==> src/rtl/apt_pkg.sv <==
package apt_pkg;

  typedef enum logic [2:0] {
    BK_IDLE   = 3'd0,
    BK_ACTIVE = 3'd1,
    BK_WRITE  = 3'd2,
    BK_READ   = 3'd3,
    BK_PRECH  = 3'd4
  } bank_st_t;

  typedef enum logic [1:0] {
    OP_NOP = 2'd0,
    OP_ACT = 2'd1,
    OP_WRA = 2'd2,
    OP_RDA = 2'd3
  } cmd_op_t;

  // clocks by which a read's internal precharge leads its last output beat
  function automatic int rd_lead(input int cl);
    return cl - 1;
  endfunction

endpackage

==> src/rtl/apt_cfg_decode.sv <==
module apt_cfg_decode
  import apt_pkg::*;
#(
  parameter int MAX_BURST = 8,
  parameter int CNT_W     = 3
) (
  input  cmd_op_t          op,
  input  logic [2:0]       burst_code,
  input  logic [1:0]       cas_lat,
  output logic             cfg_ok,
  output logic             burst_one,
  output logic [CNT_W-1:0] burst_load
);

  localparam int MAX_CODE = $clog2(MAX_BURST);

  logic cl_ok;
  logic bl_ok;
  int   bl;
  int   start_off;

  always_comb begin
    cl_ok = (cas_lat == 2'd2) || (cas_lat == 2'd3);
    bl_ok = (int'(burst_code) <= MAX_CODE);
    cfg_ok = cl_ok && bl_ok;
    bl = bl_ok ? (1 << burst_code) : 1;
    // offset from the command cycle to the first precharging cycle
    if (op == OP_RDA) begin
      start_off = int'(cas_lat) + bl - 1 - rd_lead(int'(cas_lat));
    end else begin
      start_off = bl;
    end
    if (start_off < 1) start_off = 1;
    burst_one  = (start_off == 1);
    burst_load = (start_off >= 2) ? CNT_W'(start_off - 2) : '0;
  end

endmodule

==> src/rtl/apt_bank_fsm.sv <==
module apt_bank_fsm
  import apt_pkg::*;
#(
  parameter int CNT_W = 3,
  parameter int TRP_W = 3
) (
  input  logic             clk,
  input  logic             rst,
  input  logic             sel,
  input  cmd_op_t          op,
  input  logic             cfg_ok,
  input  logic             burst_one,
  input  logic [CNT_W-1:0] burst_load,
  input  logic [TRP_W-1:0] trp,
  output bank_st_t         st_q,
  output logic             ready_q,
  output logic             illegal
);

  localparam int PRE_MAX = (1 << TRP_W) - 2;

  bank_st_t         st_d;
  logic [CNT_W-1:0] cnt_q, cnt_d;
  logic [CNT_W-1:0] trp_m1;
  logic             apc_op;

  assign trp_m1 = (trp == '0) ? '0 : CNT_W'(trp - 1'b1);
  assign apc_op = (op == OP_WRA) || (op == OP_RDA);

  always_comb begin
    st_d    = st_q;
    cnt_d   = cnt_q;
    illegal = 1'b0;
    case (st_q)
      BK_IDLE: begin
        if (sel) begin
          if (op == OP_ACT) st_d = BK_ACTIVE;
          else              illegal = 1'b1;
        end
      end
      BK_ACTIVE: begin
        if (sel) begin
          if (apc_op && cfg_ok) begin
            if (burst_one) begin
              st_d  = BK_PRECH;
              cnt_d = trp_m1;
            end else begin
              st_d  = (op == OP_WRA) ? BK_WRITE : BK_READ;
              cnt_d = burst_load;
            end
          end else begin
            illegal = 1'b1;
          end
        end
      end
      BK_WRITE, BK_READ: begin
        if (sel) illegal = 1'b1;
        if (cnt_q == '0) begin
          st_d  = BK_PRECH;
          cnt_d = trp_m1;
        end else begin
          cnt_d = cnt_q - 1'b1;
        end
      end
      BK_PRECH: begin
        if (sel) illegal = 1'b1;
        if (cnt_q == '0) st_d = BK_IDLE;
        else             cnt_d = cnt_q - 1'b1;
      end
      default: begin
        st_d  = BK_IDLE;
        cnt_d = '0;
      end
    endcase
  end

  always_ff @(posedge clk) begin
    if (rst) begin
      st_q    <= BK_IDLE;
      cnt_q   <= '0;
      ready_q <= 1'b1;
    end else begin
      st_q    <= st_d;
      cnt_q   <= cnt_d;
      ready_q <= (st_d == BK_IDLE);
    end
  end


  ready_rise_chk: assert property (@(posedge clk) disable iff (rst)
    $rose(ready_q) |-> $past(st_q) == BK_PRECH);


  write_exit_chk: assert property (@(posedge clk) disable iff (rst)
    (st_q == BK_WRITE) |=> (st_q == BK_WRITE || st_q == BK_PRECH));


  read_exit_chk: assert property (@(posedge clk) disable iff (rst)
    (st_q == BK_READ) |=> (st_q == BK_READ || st_q == BK_PRECH));


  refused_hold_chk: assert property (@(posedge clk) disable iff (rst)
    illegal && (st_q == BK_IDLE || st_q == BK_ACTIVE) |=> st_q == $past(st_q));


  active_not_ready_chk: assert property (@(posedge clk) disable iff (rst)
    (st_q == BK_ACTIVE) |-> !ready_q);


  prech_count_chk: assert property (@(posedge clk) disable iff (rst)
    (st_q == BK_PRECH) |-> (int'(cnt_q) <= PRE_MAX));

endmodule

==> src/rtl/apt_bank_timer.sv <==
module apt_bank_timer
  import apt_pkg::*;
#(
  parameter int NUM_BANKS = 2,
  parameter int MAX_BURST = 8,
  parameter int TRP_W     = 3,
  parameter int BANK_W    = (NUM_BANKS > 1) ? $clog2(NUM_BANKS) : 1
) (
  input  logic                   clk,
  input  logic                   rst,
  input  logic [1:0]             cmd_op,
  input  logic [BANK_W-1:0]      cmd_bank,
  input  logic [2:0]             burst_code,
  input  logic [1:0]             cas_lat,
  input  logic [TRP_W-1:0]       trp,
  output logic [NUM_BANKS*3-1:0] bank_state,
  output logic [NUM_BANKS-1:0]   act_ready,
  output logic                   cmd_err
);

  localparam int BL_CW = $clog2(MAX_BURST);
  localparam int CNT_W = (BL_CW > TRP_W) ? BL_CW : TRP_W;

  cmd_op_t          op;
  logic             cfg_ok;
  logic             burst_one;
  logic [CNT_W-1:0] burst_load;
  logic [NUM_BANKS-1:0] illegal_vec;

  assign op = cmd_op_t'(cmd_op);

  apt_cfg_decode #(
    .MAX_BURST (MAX_BURST),
    .CNT_W     (CNT_W)
  ) dec_i (
    .op         (op),
    .burst_code (burst_code),
    .cas_lat    (cas_lat),
    .cfg_ok     (cfg_ok),
    .burst_one  (burst_one),
    .burst_load (burst_load)
  );

  for (genvar b = 0; b < NUM_BANKS; b++) begin : g_bank
    bank_st_t st;
    logic     sel;
    assign sel = (op != OP_NOP) && (int'(cmd_bank) == b);

    apt_bank_fsm #(
      .CNT_W (CNT_W),
      .TRP_W (TRP_W)
    ) fsm_i (
      .clk        (clk),
      .rst        (rst),
      .sel        (sel),
      .op         (op),
      .cfg_ok     (cfg_ok),
      .burst_one  (burst_one),
      .burst_load (burst_load),
      .trp        (trp),
      .st_q       (st),
      .ready_q    (act_ready[b]),
      .illegal    (illegal_vec[b])
    );
    assign bank_state[b*3 +: 3] = st;
  end

  always_ff @(posedge clk) begin
    if (rst) cmd_err <= 1'b0;
    else     cmd_err <= |illegal_vec;
  end


  err_cause_chk: assert property (@(posedge clk) disable iff (rst)
    cmd_err |-> $past(cmd_op) != 2'd0);


  one_bank_chk: assert property (@(posedge clk) disable iff (rst)
    $onehot0(illegal_vec));

endmodule

==> config.mk <==
export PLATFORM = sky130hd
export DESIGN_NAME = apt_bank_timer
export DESIGN_NICKNAME = d
export VERILOG_FILES = /design/src/rtl/apt_pkg.sv /design/src/rtl/apt_cfg_decode.sv /design/src/rtl/apt_bank_fsm.sv /design/src/rtl/apt_bank_timer.sv
export SDC_FILE = /design/constraint.sdc
export NUM_CORES = 1
export LEC_CHECK = 0
export ABC_AREA = 1
export BUFFER_PORTS_ARGS = -buffer_cell sky130_fd_sc_hd__clkbuf_2
export CAP_MARGIN = 25
export CORE_MARGIN = 4
export CORE_UTILIZATION = 25
export DETAILED_ROUTE_END_ITERATION = 10
export PLACE_DENSITY_LB_ADDON = 0.3
export SYNTH_ARGS = -nofsm -noshare
export SYNTH_HDL_FRONTEND = slang
export SYNTH_SLANG_ARGS = --single-unit
==> constraint.sdc <==
create_clock -name clk -period 5.8 [get_ports clk]
set_input_delay 0.29 -clock clk [delete_from_list [all_inputs] [get_ports clk]]
set_output_delay 0.29 -clock clk [all_outputs]
set_load 0.05 [all_outputs]
# After elaboration in Yosys (flattened, before gate mapping)
# Cells that the tools add are included.
# classes
add_sub_neg	8
shifts	1
magnitude_cmp	3
reduce_logical	21
n_mux	41
n_eq_ne	20
bitwise	3
# ops
op	n
two-way mux 32 bit	3
two-way mux 3 bit	23
one-hot mux 3 bit (4 select lines)	4
adder 3 x 32 -> 32 bit	1
equality test 32 x 2 -> 1 bit (second input constant)	1
greater-or-equal comparator 32 x 3 -> 1 bit (second input constant)	1
< comparator 32 x 2 -> 1 bit (second input constant)	1
<< shifter 1 x 3 -> 32 bit (first input constant)	1
subtractor 32 x 2 -> 32 bit (second input constant)	1
subtractor 32 bit	1
zero test 3 bit	7
equality test 3 x 2 -> 1 bit (second input constant)	4
two-way mux 1 bit	9
subtractor 3 x 1 -> 3 bit (second input constant)	3
equality test 2 bit (second input constant)	4
AND reduction 4 bit	2
equality test 3 x 1 -> 1 bit (second input constant)	2
equality test 3 bit (second input constant)	2
inequality test 2 x 1 -> 1 bit (second input constant)	3
inequality test 2 bit (second input constant)	3
one-hot mux 1 bit (3 select lines)	2
OR reduction 2 bit	3
OR reduction 3 bit	2
logical AND 1 bit	4
other kinds (7)	10
# word_totals
out_inout_bits	9
input_bits	13
elab_cells	104
ff_bits	15

# Logic depth before layout (Yosys ltp)
# Gate-level depths: netlist (run 1).
# logic_depth
depth_word	14
depth_mapped	33
depth_no_buf	33

# Modules after synthesis
# Synthesis (run 1) repeated with hierarchy kept, for this count alone.
# hier_totals
hier_cells	395
hier_area_um2	2346.0
# modules_own_cells
module	area_each_um2	seq_area_each_um2	cells_per_inst	n_inst
apt_bank_fsm	608.1	140.1	103	2
apt_cfg_decode	1087.3	0.0	182	1
apt_bank_timer	42.5	20.0	7	1

# Worst setup path after synthesis (run 1)
# No wires, ideal clock.
# synth_path
path_type	input port to flip-flop
from	input port cas_lat[0]
to	register g_bank[0].fsm_i.ready_q
cell_stages	26
setup_ps	119
required_ps	5681
arrival_ps	4210
path_buffers	0
slack_ps	1471
path_cell_list	inv_1 > ha_1 > inv_1 > ha_1 > ha_1 > nand3_1 > nand2_2 > nand2_1 > nand2_2 > nand2_1 > ha_1 > or2_2 > o31ai_1 > nand3_1 > a221oi_1 > ha_1 > inv_1 > nand4_1 > nand2_1 > inv_1 > nand3_1 > nor2_2 > nand3_2 > nand3_1 > a21oi_1 > nor3_2
# synth_via
elab_chain_len	12
word_cells_on_any_way	18
cone_classes	4 x add/sub; 1 x order compare; 3 x eq/ne; 6 x mux; 4 x reduce/logical
# synth_rtl
element	line_no	text
from (decl)	apt_bank_timer.sv:14	input logic [1:0] cas_lat,
adder 3 x 32 -> 32 bit	apt_cfg_decode.sv:29	start_off = int'(cas_lat) + bl - 1 - rd_lead(int'(cas_lat));
subtractor 32 x 2 -> 32 bit	apt_cfg_decode.sv:29	
subtractor 32 bit	apt_cfg_decode.sv:29	
two-way mux 32 bit	apt_cfg_decode.sv:28	if (op == OP_RDA) begin
< comparator 32 x 2 -> 1 bit	apt_cfg_decode.sv:33	if (start_off < 1) start_off = 1;
two-way mux 32 bit	apt_cfg_decode.sv:33	
equality test 32 x 2 -> 1 bit	apt_cfg_decode.sv:34	burst_one = (start_off == 1);
two-way mux 3 bit	apt_bank_fsm.sv:44	if (burst_one) begin
two-way mux 3 bit (*)	apt_bank_fsm.sv:43	if (apc_op && cfg_ok) begin
two-way mux 3 bit (*)	apt_bank_fsm.sv:42	if (sel) begin
one-hot mux 3 bit (4 select lines) (*)	apt_bank_fsm.sv:34	case (st_q)
zero test 3 bit (*)	apt_bank_fsm.sv:85	ready_q <= (st_d == BK_IDLE);
to (signal assigned)	apt_bank_fsm.sv:85	
to (decl)	apt_bank_fsm.sv:16	output logic ready_q,
# Every way passes the cells marked *; elsewhere a longest branch is shown, timed or not.
# A chain may end at the register's enable or synchronous reset.

# Final worst setup path (run 1)
# Ends and elaborated chain as after synthesis.

==> flow_summary.json, run 1 <==
{
  "status": "finished, final reports clean",
  "grt_max_degree": 19,
  "avgSynthCellArea_um2": 5.90,
  "synth_top_area_share_pct": 17.2,
  "clock_path_buffers": 2,
  "finalHoldViolCount": 0,
  "final_common_cell": "nand2_1",
  "drtIter0Drc": 114,
  "layout_common_cells": "nand2_1 (93), inv_1 (69), nor2_1 (39), ha_1 (29), nand3_1 (27)",
  "cts-root-buf": "clkbuf_8",
  "reg2reg_from": "g_bank[1].fsm_i.st_q[0]",
  "crit_type": "input port to flip-flop",
  "crit_required_ns": 5.99,
  "drv_cap": 0,
  "p_total_uw": 371,
  "synth_flop_cell": "dfxtp_1",
  "clk_pin_slew_worst_paths_ns": 0.06,
  "async_reset_ff_share_pct": 0,
  "wl_um": 5210,
  "fp.dieW_um": 99.9,
  "grt_pass1_vias": 2063,
  "startpoint": "cas_lat[0]",
  "ant_nets": 0,
  "post_cts_resized": 0,
  "drc": 0,
  "ys_types": 36,
  "htree_num_levels": 1,
  "gp_congestion": 0.883,
  "rsz0062_at_grt": "false",
  "synth_top_area_cell": "ha_1",
  "std_cell_rows": 33,
  "hold_path_startpoint": "cmd_bank",
  "grt_overflow": 0,
  "antenna_found_initial": 0,
  "hold_buffers": 0,
  "cp_max_fo": 18,
  "power_density_mw_per_mm2": 156,
  "antennaDiodeCount": 0,
  "avgViaCountPerCell": 4.50,
  "synthesis.area_mm2": 0.00211,
  "synth.area.top_cells": "ha_1 (17%), nand2_1 (17%), dfxtp_1 (14%), inv_1 (12%), nor2_1 (6.9%)",
  "tritoncts": "built",
  "drv_slew": 0,
  "die-area_mm2": 0.00998,
  "wire_per_inst_um": 10.7,
  "numCtsBuffers": 3,
  "dr_total_vias": 2186,
  "fin_cells": 486,
  "dp_hpwl_um": 4430,
  "grt_util_all_layers_pct": 10.8,
  "synth-seq-cells": 15,
  "period_share_pct": 82.5,
  "seq_area_frac_synth_pct": 14.2,
  "synthCells": 358,
  "cts_sinks": 15,
  "ir_worst_vdd_mv": 0.127,
  "dp.cells": 482,
  "clock_latency_ns": 0.25,
  "worst_setup_path_end_kind": "flip-flop",
  "area_growth_pct": 12.5,
  "port_buffers": 21,
  "tns_ns": 0,
  "core_region_area_mm2": 0.00822,
  "reg2reg_slack_ns": 4.01,
  "fill_cells": 905,
  "fin_util_pct": 28.9,
  "first_pass_iters": 4,
  "die_h_um": 99.9,
  "final_net_count": 425,
  "tightest_slew_ns": 0.674,
  "start_util_pct": 25.7,
  "yosysWarnings": 0,
  "cts_setup_buffers": 0,
  "hp-class": "input port to flip-flop",
  "whs_path_depth": 4,
  "setup_viol": 0,
  "fin_skew_ns": 0.00402,
  "synth-edff-count": 0,
  "cp-start-kind": "input port",
  "io_pins": 22,
  "grt_pass1_wl_um": 9060,
  "fin_crit_ns": 4.78,
  "max_slew_margin_pct": 54.8,
  "max_freq_ghz": 0.209,
  "crit_arrival_ns": 4.97,
  "rr_worst_depth": 7,
  "drive_gt1_share_pct": 11.3,
  "leakagePower_uw": 0.00127
}
-- Yosys cell counts, types with 2 or more instances --
| master | number |
|---|---|
| dfxtp_1 | 15 |
| a21oi_1 | 20 |
| ha_1 | 29 |
| a22oi_1 | 4 |
| o21a_1 | 2 |
| nand2_1 | 93 |
| o22ai_1 | 3 |
| or2_2 | 3 |
| nand2_2 | 4 |
| a221oi_1 | 2 |
| a31oi_1 | 2 |
| xor2_1 | 3 |
| buf_4 | 3 |
| nand4_1 | 5 |
| o21ai_0 | 9 |
| nor3_1 | 3 |
| nand3_1 | 27 |
| nand3_2 | 2 |
| conb_1 | 2 |
| nor2_2 | 4 |
| o31ai_1 | 2 |
| nor2_1 | 39 |
| inv_1 | 69 |
-- critical path: stages --
cell and delay, ns:
clkbuf_2 0.11, inv_1 0.09, ha_1 0.24, inv_1 0.46
ha_1 0.34, ha_1 0.36, nand2_1 0.10, nand2_1 0.14
nand4_1 0.11, nand2_2 0.14, nand2_1 0.07, ha_1 0.19
or2_2 0.28, o31ai_1 0.34, nand3_1 0.12, a221oi_1 0.23
ha_1 0.26, inv_1 0.14, nand4_1 0.12, nand2_1 0.05
inv_1 0.05, nand3_1 0.08, nor2_2 0.14, nand3_2 0.12
a21oi_1 0.17, nor2_1 0.08, nor3_2 0.17
-- registers in the layout (all words and copies together), names as in the netlist --
signal	count
g_bank.fsm_i.cnt_q	6
g_bank.fsm_i.st_q	6
g_bank.fsm_i.ready_q	2
cmd_err	1
-- path summary, 6_finish.rpt --
kind                                    to
setup / recovery   g_bank[0].fsm_i.ready_q
setup reg to reg  g_bank[1].fsm_i.cnt_q[1]
hold reg to reg   g_bank[1].fsm_i.cnt_q[1]
hold / removal                     cmd_err
-- cells by family (layout without fill, tap and decap cells) --
logic type,count (synthesis),count (layout),share of synthesized area [%]
xor gates and xnor gates,4,4,1.66
buffers and inverters,74,95,13.7
and+or+nand+nor,183,183,37.3
adders and majority gates,30,30,18.1
other,2,4,0.356
AOI/OAI and AO/OA,50,50,14.6
DFF,15,15,14.2
-- through the flow --
| stage | cell area, um^2 | setup slack (ns) | hold WS [ns] |
|---|---|---|---|
| after detailed placement | 2330 | 0.751 | 0.467 |
| after floorplan | 2120 | 1.47 | 0.380 |
| after CTS | 2380 | 1.01 | 0.387 |
| final | 2380 | 1.02 | 0.409 |
| after global routing | 2380 | 0.464 | 0.427 |
| after global placement | 2330 | 0.828 | 0.453 |
-- power by group --
part           internal, uW  leakage (uW)  switching (uW)
Sequential              107      0.000122            2.48
Combinational          59.2       0.00113             116
Clock                  47.6     0.0000255            38.0
Total                   214       0.00127             157
-- metal layers --
metal	GRT usage, %	share of wire (%)	up-vias
met1	14.6	50	968
met3	1.39	2.9	4
met4	1.68	0.75	0
met2	18.5	46	34
li1	-	-	1180
met5	0	0	-
-- layout make-up --
type                       instances  area (um^2)  share of cell area (%)
multi-input combinational        271         1530                    64.4
timing repair buffer              21          105                    4.42
clock buffer                       3         41.3                    1.74
sequential                        15          300                    12.6
clock inverter                     1         5.00                   0.211
tap                              105          131                    5.53
inverter                          70          263                    11.1
Note: power is estimated with default switching activity, not from simulation.
==> run 2, diff against run 1 <==
Clock period 5.8 ns to 4 ns, I/O delays scaled along.
==> run 2 against run 1 <==
Against the previous run: power grew 75%; via count grew 11%; non-clock buffer count grew 42.
==> flow_summary.json, run 2 (synthesized netlist as in run 1, its figures left out) <==
{
  "die_h_um": 99.9,
  "dp.cells": 514,
  "cp-start-kind": "input port",
  "dr_total_vias": 2420,
  "worst_setup_path_end_kind": "flip-flop",
  "clock_latency_ns": 0.25,
  "rsz0062_at_grt": "true",
  "die-area_mm2": 0.00998,
  "layout_common_cells": "nand2_1 (83), inv_1 (64), buf_4 (41), nor2_1 (36)",
  "max_stage_delay_ns": 0.33,
  "cts-root-buf": "clkbuf_8",
  "clk_pin_slew_worst_paths_ns": 0.06,
  "core_region_area_mm2": 0.00822,
  "setup_viol": 0,
  "period_share_pct": 97.0,
  "start_util_pct": 25.7,
  "crit_type": "input port to flip-flop",
  "drv_slew": 0,
  "wl_um": 5830,
  "whs_ns": 0.314,
  "tns_ns": 0,
  "cp_slowest_cell": "ha_4",
  "wire_per_inst_um": 11.0,
  "tightest_slew_ns": 0.695,
  "gp_congestion": 0.904,
  "p_total_uw": 650,
  "std_cell_rows": 33,
  "finalHoldViolCount": 0,
  "crit_required_ns": 4.18,
  "antennaDiodeCount": 0,
  "drc": 0,
  "grt_util_all_layers_pct": 12.0,
  "hp-class": "input port to flip-flop",
  "htree_num_levels": 1,
  "post-place-ws_ns": -0.331,
  "tritoncts": "built",
  "clock_path_buffers": 2,
  "numCtsBuffers": 3,
  "fin_skew_ns": 0.00483,
  "max_freq_ghz": 0.258,
  "leakagePower_uw": 0.00152,
  "max_slew_margin_pct": 53.3,
  "fin_cells": 528,
  "top_regs": "g_bank.fsm_i.cnt_q (6), g_bank.fsm_i.st_q (6), g_bank.fsm_i.ready_q (2)",
  "ant_nets": 0,
  "drv_cap": 0,
  "port_buffers": 21,
  "avgViaCountPerCell": 4.58,
  "crit_arrival_ns": 4.06,
  "crit_top_cell": "nand2_1",
  "dp_hpwl_um": 4700,
  "final_common_cell": "nand2_1",
  "io_pins": 22,
  "antenna_found_initial": 0,
  "first_pass_iters": 4,
  "ir_worst_vdd_mv": 0.177,
  "final_net_count": 467,
  "area_growth_pct": 42.3,
  "fin_crit_ns": 3.88,
  "drive_gt1_share_pct": 30.7,
  "power_density_mw_per_mm2": 216,
  "worst_slack_ns": 0.119,
  "cp_max_fo": 5,
  "status": "finished, final reports clean",
  "grt_overflow": 0,
  "grt_pass1_vias": 2330,
  "cts_sinks": 15,
  "drtIter0Drc": 93,
  "grt_pass1_wl_um": 10000,
  "grt_max_degree": 14,
  "fp.dieW_um": 99.9
}
-- run 2: cell count changes in the layout (fill, tap and decap cells not counted), sizes merged --
| cell | delta |
|---|---|
| clkinvlp | +2 |
| buf | +43 |
| clkinv | -1 |
| inv | -2 |
-- run 2: power breakdown --
group	total [uW]	internal (uW)	switching (uW)
clock	123	70.5	52.9
sequential	159	155	3.67
combinational	367	162	206
-- run 2: cell type report --
class                   instances  area (um^2)
fillers                       902         5210
well taps                     105          131
flip-flops and latches         15          300
repair buffers                 63          434
inverters                      70          270
clock buffers                   4         45.0
multi-input cells             271         1820
-- run 2: metal layers --
metal | up-vias | wire, um | GRT usage (%)
met5 | - | 0 | 0
met4 | 0 | 41 | 1.79
met3 | 4 | 155 | 1.88
met2 | 33 | 2850 | 21.1
met1 | 1116 | 2780 | 15.6
li1 | 1267 | - | -
-- run 2: path summary, 6_finish.rpt --
path	end	from	slack [ns]	cells after the start
worst max-delay path	g_bank[1].fsm_i.cnt_q[2]	cas_lat[1]	0.12	31
worst min-delay path	g_bank[0].fsm_i.st_q[0]	cmd_op[0]	0.31	3
worst max register to register	g_bank[1].fsm_i.cnt_q[0]	g_bank[1].fsm_i.st_q[0]	2.18	7
worst min register to register	g_bank[1].fsm_i.cnt_q[1]	g_bank[1].fsm_i.cnt_q[1]	0.47	2
-- run 2: stage by stage --
| stage | util [%] | cell area, um^2 |
|---|---|---|
| after floorplan | - | 2250 |
| after global placement | 32.9 | 2710 |
| after detailed placement | 32.9 | 2710 |
| after CTS | 34.6 | 2850 |
| after global routing | 36.6 | 3010 |
| final | 36.6 | 3010 |
-- run 2: timing repair --
action,in CTS,in global routing
resized for setup,13,28
hold buffers,0,0
setup endpoints to repair,6,14
buffers inserted,4,6
pin swaps,22,28
-- run 2: worst max-delay path, delay by kind of cell --
kind                     cells  cell delay (ns)
AO/OA/AOI/OAI                4             0.48
AND/OR/NAND/NOR             16             1.43
buffers and inverters        6             0.67
adder cells (fa/ha/maj)      5             1.28
==> run 3, diff against run 2 <==
Settings changed: CORE_UTILIZATION 25 to 30.
==> run 3 against run 2 <==
Against the previous run: register-to-register slack worse by 0.25 ns; sequential power hardly changed; final cell count decreased by 2.7%; highest routed layer unchanged.
==> flow_summary.json, run 3 (synthesized netlist as in run 1, its figures left out) <==
{
  "drv_cap": 0,
  "reg2reg_from": "g_bank[1].fsm_i.st_q[0]",
  "layout_common_cells": "nand2_1 (84), inv_1 (63), nor2_1 (37), buf_4 (36), nand3_1 (22)",
  "hold_end": "cmd_err",
  "whs_path_depth": 4,
  "leakagePower_uw": 0.00149,
  "tightest_slew_ns": 0.853,
  "grt_max_degree": 14,
  "setup_viol": 0,
  "drv_slew": 0,
  "multi_input_area_mm2": 0.00183,
  "finalHoldViolCount": 0,
  "reg2reg_slack_ns": 1.93,
  "max_slew_margin_pct": 42.7,
  "clock_latency_ns": 0.25,
  "cts_sinks": 15,
  "cts-root-buf": "clkbuf_8",
  "rr_endpoint": "g_bank[1].fsm_i.cnt_q[1]",
  "grt_pass1_vias": 2273,
  "grt_util_all_layers_pct": 13.5,
  "cp_max_fo": 5,
  "post-place-ws_ns": -0.361,
  "hold_buffers": 0,
  "first_pass_iters": 4,
  "ant_nets": 0,
  "avgViaCountPerCell": 4.57,
  "antenna_found_initial": 0,
  "wl_um": 5810,
  "gp_congestion": 0.830,
  "area_growth_pct": 40.2,
  "start_util_pct": 30.9,
  "max_freq_ghz": 0.258,
  "wire_per_inst_um": 11.3,
  "period_share_pct": 96.9,
  "final_common_cell": "nand2_1",
  "worst_slack_ns": 0.123,
  "tritoncts": "built",
  "ir_worst_vdd_mv": 0.155,
  "fill_cells": 754,
  "crit_type": "input port to flip-flop",
  "worst_setup_path_end_kind": "flip-flop",
  "rsz0062_at_grt": "true",
  "fp.dieW_um": 91.9,
  "fin_cells": 514,
  "hold_path_startpoint": "cmd_bank",
  "drive_gt1_share_pct": 29.9,
  "cp-start-kind": "input port",
  "dp_hpwl_um": 4670,
  "rr_worst_depth": 7,
  "drtIter0Drc": 82,
  "grt_overflow": 0,
  "status": "finished, final reports clean",
  "htree_num_levels": 1,
  "final_net_count": 462,
  "dr_total_vias": 2350,
  "power_density_mw_per_mm2": 220,
  "fin_skew_ns": 0.00204,
  "numCtsBuffers": 3,
  "seq_area_um2": 300,
  "grt_pass1_wl_um": 9670,
  "core_region_area_mm2": 0.00683,
  "io_pins": 22,
  "dp.cells": 504,
  "clk_pin_slew_worst_paths_ns": 0.07,
  "clock_path_buffers": 2,
  "hp-class": "input port to flip-flop",
  "port_buffers": 21,
  "crit_required_ns": 4.15,
  "crit_arrival_ns": 4.03,
  "std_cell_rows": 30,
  "top_regs": "g_bank.fsm_i.cnt_q (6), g_bank.fsm_i.st_q (6), g_bank.fsm_i.ready_q (2)",
  "startpoint": "cas_lat[0]",
  "drc": 0,
  "die-area_mm2": 0.00845,
  "antennaDiodeCount": 0,
  "die_h_um": 91.9,
  "fin_crit_ns": 3.88
}
-- run 3: worst max-delay path, cell delays in order --
cell	delay, ns
buf_8	0.08
clkinvlp_4	0.12
ha_4	0.30
xnor2_2	0.10
xor2_1	0.16
ha_2	0.21
fa_2	0.22
nand2_2	0.07
nand2_2	0.08
nand4_1	0.10
nand2_2	0.14
nand2_2	0.09
ha_4	0.16
or2_2	0.29
o31ai_4	0.23
nand3_1	0.12
a221oi_2	0.18
ha_1	0.29
inv_2	0.11
nand4_1	0.08
nand2_1	0.08
inv_1	0.04
nand3_2	0.08
nor2_4	0.05
nand3_4	0.11
nand3_4	0.08
a31oi_4	0.20
nor2_1	0.06
-- run 3: layout make-up --
cell class / instances / area share [%]
Multi-Input combinational cell: 271 / 61.6
Timing Repair Buffer: 58 / 13.4
Sequential cell: 15 / 10.1
Inverter: 70 / 9.21
Tap cell: 96 / 4.06
Clock buffer: 3 / 1.39
Clock inverter: 1 / 0.169
-- run 3: where the power goes --
part	switching, uW	internal [uW]
registers	3.59	155
logic	206	158
clock network	61.1	69.2
-- run 3: how the worst max path moves through the flow --
stage	endpoint	slack, ns	cells past startpoint
finish	g_bank[1].fsm_i.ready_q	0.12	28
global route	g_bank[1].fsm_i.ready_q	-0.24	31
CTS	g_bank[1].fsm_i.ready_q	0.02	28
detailed placement	g_bank[1].fsm_i.ready_q	-0.36	28
global placement	g_bank[1].fsm_i.ready_q	-0.21	28
floorplan	g_bank[1].fsm_i.ready_q	0.007	26
-- run 3: repair_timing --
item / in CTS / in global routing
setup endpoints to repair: 8 / 14
setup buffers: 0 / 6
gates resized for setup: 6 / 36
pin swaps: 7 / 31
-- run 3: per-layer routing --
layer  global-route usage [%]  up-vias  wire length [um]
li1                         -     1254                 -
met3                     1.89        4               152
met2                     23.3       27              2800
met1                     17.8     1065              2820
met5                        0        -                 0
met4                     2.85        0                40
-- run 3: through the flow --
step,instance area [um^2],utilization (%),total power [uW],setup TNS [ns],hold slack [ns]
finish,2960,43.4,653,0,0.290
global route,2960,43.4,703,-2.28,0.336
CTS,2770,40.5,612,0,0.291
detailed placement,2690,39.3,476,-3.67,0.458
global placement,2690,39.3,472,-2.17,0.454
floorplan,2250,-,379,0,0.273
